$ cat src/rtl/bat_match.sv
module bat_match #(
  parameter int NENT = 4,
  localparam int IDXW = (NENT > 1) ? $clog2(NENT) : 1
) (
  input  logic            clk,
  input  logic            rst_n,
  input  logic            wr_en,
  input  logic            wr_inst,
  input  logic [IDXW-1:0] wr_idx,
  input  logic            wr_lower,
  input  logic [31:0]     wr_data,
  input  logic [31:0]     lk_ea,
  input  logic            lk_ifetch,
  input  logic            lk_user,
  output logic            hit,
  output logic [31:0]     ra_page,
  output logic            perm_r,
  output logic            perm_w,
  output logic            perm_x
);

  logic [31:0] iu [NENT];
  logic [31:0] il [NENT];
  logic [31:0] du [NENT];
  logic [31:0] dl [NENT];

  always_ff @(posedge clk or negedge rst_n) begin
    if (!rst_n) begin
      for (int i = 0; i < NENT; i++) begin
        iu[i] <= '0;
        il[i] <= '0;
        du[i] <= '0;
        dl[i] <= '0;
      end
    end else if (wr_en) begin
      for (int i = 0; i < NENT; i++) begin
        if (wr_idx == IDXW'(i)) begin
          if (wr_inst && !wr_lower)  iu[i] <= wr_data;
          if (wr_inst && wr_lower)   il[i] <= wr_data;
          if (!wr_inst && !wr_lower) du[i] <= wr_data;
          if (!wr_inst && wr_lower)  dl[i] <= wr_data;
        end
      end
    end
  end

  logic [NENT-1:0] match;
  logic [31:0]     ra_e [NENT];
  logic [1:0]      pp_e [NENT];

  for (genvar g = 0; g < NENT; g++) begin : g_ent
    wire [31:0] up   = lk_ifetch ? iu[g] : du[g];
    wire [31:0] lo   = lk_ifetch ? il[g] : dl[g];
    wire        en   = lk_user ? up[0] : up[1];
    wire [31:0] mask = {4'hF, ~up[12:2], 17'd0};
    assign match[g] = en && ((lk_ea & mask) == {up[31:17], 17'd0});
    assign ra_e[g]  = ((lo & mask) | (lk_ea & ~mask)) & 32'hFFFF_F000;
    assign pp_e[g]  = lo[1:0];
  end

  always_comb begin
    hit     = 1'b0;
    ra_page = '0;
    perm_r  = 1'b0;
    perm_w  = 1'b0;
    perm_x  = 1'b0;
    for (int i = NENT - 1; i >= 0; i--) begin
      if (match[i]) begin
        hit     = 1'b1;
        ra_page = ra_e[i];
        perm_r  = (pp_e[i] != 2'd0);
        perm_x  = (pp_e[i] != 2'd0);
        perm_w  = (pp_e[i] == 2'd2);
      end
    end
  end

endmodule


$ cat config.mk
export PLATFORM = sky130hd
export DESIGN_NAME = bat_match
export DESIGN_NICKNAME = d
export VERILOG_FILES = /design/src/rtl/bat_match.sv
export SDC_FILE = /design/constraint.sdc
export NUM_CORES = 1
export LEC_CHECK = 0
export ABC_AREA = 1
export BUFFER_PORTS_ARGS = -buffer_cell sky130_fd_sc_hd__buf_2
export CORE_AREA = 2 2 202 204
export CTS_CLUSTER_SIZE = 25
export DETAILED_ROUTE_END_ITERATION = 7
export DIE_AREA = 0 0 204 206
export GPL_ROUTABILITY_DRIVEN = 0
export RECOVER_POWER = 100
export SYNTH_ARGS = -nofsm -noshare
export SYNTH_HDL_FRONTEND = slang
export SYNTH_SLANG_ARGS = --single-unit
$ cat constraint.sdc
create_clock -name clk -period 2.7 [get_ports clk]
set_input_delay 0.27 -clock clk [delete_from_list [all_inputs] [get_ports clk]]
set_output_delay 0.27 -clock clk [all_outputs]
set_load 0.05 [all_outputs]
Word-level counts from Yosys, hierarchy flattened
Index checks and enable logic that the tools add are counted.
- bits in registers: 512
- bits in latches: 0
- bits in writable memories: 0
- bits in read-only memories: 0
- output and inout bits: 36
- logic and storage cells: 110
- memories kept: 0
- add/sub/neg operators: 0
- $mul: 0
- div/mod/pow operators: 0
- order comparisons: 0
- equal/unequal tests: 11
- shifts and indexed selects: 0
- muxes and demuxes: 28
- bitwise logic cells: 24
- reduce and logical (&&, ||, !) cells: 31
- operator list (cell ; count):
    $and A32 B32 Y32 ; 12
    $mux W32 ; 12
    $eq A32 B32 Y1 ; 4
    $not A32 Y32 ; 4
    $or A32 B32 Y32 ; 4
    $reduce_and A3 Y1 ; 16
    $not A11 Y11 ; 4
    $mux W1 ; 16
    $eq A2 B2 Y1 const B ; 6
    $logic_and A1 B1 Y1 ; 8
    $reduce_bool A2 Y1 ; 4
    $eq A2 B1 Y1 const B ; 1
    $logic_not A1 Y1 ; 2
    $logic_not A2 Y1 ; 1

Depth between registers and ports, before layout
- depth in word-level cells: 9
- gate-level depth with buffers: 18
- depth with buffers taken out: 16

Least setup slack after synthesis
Ideal clock, no wire load.
- path kind: in2out
- start point: in lk_ifetch
- end point: out perm_x
- arrival: 2.811 ns
- setup slack: -0.381 ns
- stages: 12
- cell sequence: buf_4 buf_4 or2_2 o21ai_0 nand2_1 xor2_1 nand4_1 nor2_1 nand2_2 buf_2 a21oi_1 buf_4
- cells in the longest elaborated chain, start to end: 9
- elaborated cells on any way between the ends: 36
- classes of those cells: eq/ne (4); mux (16); bitwise (8); reduce/logical (8)
- RTL lines (what ; RTL line ; RTL):
    start, declared ; 13 ; input logic lk_ifetch,
    $mux W32 ; 52 ; wire [31:0] up = lk_ifetch ? iu[g] : du[g];
    $not A11 Y11 ; 55 ; wire [31:0] mask = {4'hF, ~up[12:2], 17'd0};
    $and A32 B32 Y32 ; 56 ; assign match[g] = en && ((lk_ea & mask) == {up[31:17], 17'd0});
    $eq A32 B32 Y1 ; 56 ;
    $logic_and A1 B1 Y1 ; 56 ;
    $mux W1 (3 in a row) ; n/a ;
    $mux W1 * ; n/a ;
    end, declared ; 19 ; output logic perm_x
Every way passes the cells marked *; elsewhere a longest branch is shown, timed or not.

Worst setup path after layout
- start point: reg du[106] (netlist bit)
- end point: out ra_page[21]
- cells in the longest elaborated chain, start to end: 6
- RTL lines (what ; RTL line ; RTL):
    start, declared ; 24 ; logic [31:0] du [NENT];
    start signal, assigned by index ; 40 ; if (!wr_inst && !wr_lower) du[i] <= wr_data;
    $mux W32 ; 52 ;
    $not A11 Y11 ; 55 ;
    $and A32 B32 Y32 ; 56 ;
    $eq A32 B32 Y1 ; 56 ;
    $logic_and A1 B1 Y1 ; 56 ;
    $mux W32 ; 68 ; if (match[i]) begin
    end, declared ; 16 ; output logic [31:0] ra_page,
Every way passes these cells.

==> results.toml <==
[run_status]
status = "finished with violations"
violations = "max-capacitance violations, max-slew violations, negative setup slack"

[floorplanning]
initial_core_util_pct = 45.1
io_pins = 109
fp-row-count = 74
die_width_um = 204
dieArea_um2 = 42000
dieHeight_um = 206
core_area_um2 = 40200

[yosys]
ys_seq_elements = 360
yosysTopAreaCell = "dfrtp_1"
synth_edf_count = 0
synth-main-ff-cell = "dfrtp_1"
syn-cell-area_um2 = 18100
ys_top_cells_by_area = "dfrtp_1 50%, nand2_1 18%, o21ai_0 11%, inv_1 4.9%, nor2_1 3.6%"
ys_types = 35
syn_avg_cell_area_um2 = 7.32
async_flop_share_pct = 100
synthCells = 2477
synth_warnings = 0
synth-seq-area-share_pct = 49.7
synth_top_cell_area_share_pct = 49.7

[layout]
syn_to_final_growth_pct = 22.1
final_common_cell = "nand2_1"
finish.instance_area_um2 = 22100
nets = 2727
drive_gt1_share_pct = 16.4
final_cell_mix = "830 x nand2_1, 381 x o21ai_0, 360 x dfrtp_1, 223 x inv_1, 143 x nor2_1"
fillerInstances = 3828
final_core_util_pct = 55.0

[power]
peakVddDrop_mv = 0.397
p_sw_share_pct = 31.6
clkPwrFrac_pct = 32.8
p_int_mw = 11.1
p_seq_share_pct = 44.4
leakage_nw = 11.0
finalPower_mw = 16.2
p_per_area_nw_per_um2 = 731
p_comb_share_pct = 22.9
p_sw_mw = 5.11

[route]
drt_first_pass_iters = 5
post_drt_wl_per_cell_um = 19.4
viasPerCell = 5.24
vias = 16800
ant_nets = 0
wl_um = 62200
drt_iter0_drc = 1873
drc = 0

[cts]
clkLatencyLatePin_ps = 550
cts-root-buf = "clkbuf_16"
cts.sinks = 360
clockBufferDepth = 3
htree_levels = 2
cts_buffers = 41
cts_tree = "yes"
cts.clk_slew.worst_paths_ps = 60

[flow_run]
drv_cap = 10

[sta]
worst_pin_slew_ps = 2480
max_freq_ghz = 0.317
fin_crit_sh_pct = 117
timing.final.crit_period_ps = 3150
skew_ps = 0
setup_tns_ps = -9030
rsz0062_at_grt = "yes"
setup_viol = 24
hold_viol_final = 0
slew_headroom_pct = -65.4
worst_slack_ps = -450
slew_viol_final = 397

[worst_setup_path]
setup.worst_path.class = "register to output port"
crit_required_ps = 2430
cp.arrival_ps = 2880
start_kind = "register"
timing.rr.start = "du[106]"
reg2regPathDepth = 3
r2r_slack_ps = 1850
timing.rr.end = "du[106]"
crit_path_max_fanout = 17
end_kind = "output port"

[global_route]
antenna_found_initial = 4
grt_use_total_pct = 30.4
grt_max_degree = 87
overflow = 0
grt_pass1_wl_um = 96000
grt_pass1_vias = 16300

[hold_path]
min_path_type = "input pin to register"
min_path_cells = 3
min_to = "dl[60]"
hp-start = "wr_data[28]"

[placement]
port_buffers = 80
placed_area_um2 = 20200
dpl.hpwl_um = 42000
timing repair:
item,4_1_cts,5_1_grt
endpoints found under the hold margin,99,0
gates resized for setup,107,59
pin swaps,17,24
hold buffers,13,0
endpoints found under the setup margin,24,24
setup buffers,7,7
critical path, cell delays in order (launching register included):
cell and delay [ps]:
dfrtp_1 380, or2_4 240, o21ai_4 70, nand2_1 80, xor2_1 150, buf_4 150, nand4_1 190, nor2_1 180
nand2_2 100, buf_12 170, nand2_1 60, inv_1 50, a21oi_2 200, buf_4 160, buf_12 130
synth_stat cells (2+ instances only):
cell type,instances
a21oi_1,103
o21ai_0,390
or2_2,18
inv_2,5
nor2_1,175
o211ai_1,9
buf_1,5
clkbuf_1,92
nand3_1,107
nand2_2,2
a211oi_1,4
nor3_1,6
buf_2,30
nand3b_1,2
nand4_1,6
buf_6,2
buf_4,24
xnor2_1,2
o21ai_1,22
nand2_1,849
xor2_1,9
and2_1,8
inv_1,236
dfrtp_1,360
sequential cells by signal, indices dropped and copies added (netlist names):
signal / cells
il: 68
dl: 68
du: 112
iu: 112
worst max-delay path by stage:
| stage | from | endpoint | slack (ps) | cells after the start |
|---|---|---|---|---|
| 3_5_place_dp | lk_ifetch | ra_page[27] | -590 | 19 |
| 3_3_place_gp | lk_ifetch | ra_page[27] | -560 | 19 |
| 4_1_cts | du[106] | ra_page[21] | -440 | 14 |
| 2_1_floorplan | lk_ifetch | perm_x | -30 | 16 |
| 5_1_grt | du[106] | ra_page[27] | -530 | 14 |
| 6_report | du[106] | ra_page[21] | -450 | 14 |
kinds of logic after synthesis:
family	Yosys count	synth area share [%]
compound gates	532	14.9
xor+xnor	11	0.532
buf+inv	395	8.97
flops	360	49.7
mux	2	0.117
other cells	1	0.0207
simple gates	1176	25.7
power by group through the flow:
stage	sequential, mW	combinational, mW	clock, mW
final	7.17	3.69	5.30
after global routing	7.31	4.20	5.59
after CTS	7.15	3.63	5.38
after detailed placement	7.22	3.53	0
after global placement	7.20	3.45	0
after floorplan	7.07	2.20	0
per-stage QoR:
step	worst slack, ps	instances	hold WS (ps)
finish	-450	3209	29.8
floorplan	-32.8	2488	-25.6
detailed placement	-588	3116	352
CTS	-442	3200	5.61
global route	-531	3208	21.1
global placement	-556	3116	348
routing by layer:
layer / part of all wire [%] / track usage, % / wire (µm) / up-vias
li1: - / - / - / 8119
met1: 43 / 41.4 / 26700 / 7981
met2: 46 / 49.0 / 28700 / 608
met3: 7.7 / 5.38 / 4760 / 112
met4: 3.3 / 10.5 / 2050 / 2
met5: 0.019 / 0 / 12 / -
cell type report:
class / instances / area (µm²) / area share, %
multi-input cells: 1733 / 8000 / 36.2
clock inverters: 8 / 71.3 / 0.322
diodes: 2 / 5.00 / 0.0226
flip-flops and latches: 360 / 9010 / 40.7
clock buffers: 56 / 1150 / 5.21
repair buffers: 276 / 2290 / 10.4
well taps: 532 / 666 / 3.01
inverters: 242 / 923 / 4.17
(Power assumes the default switching activity.)
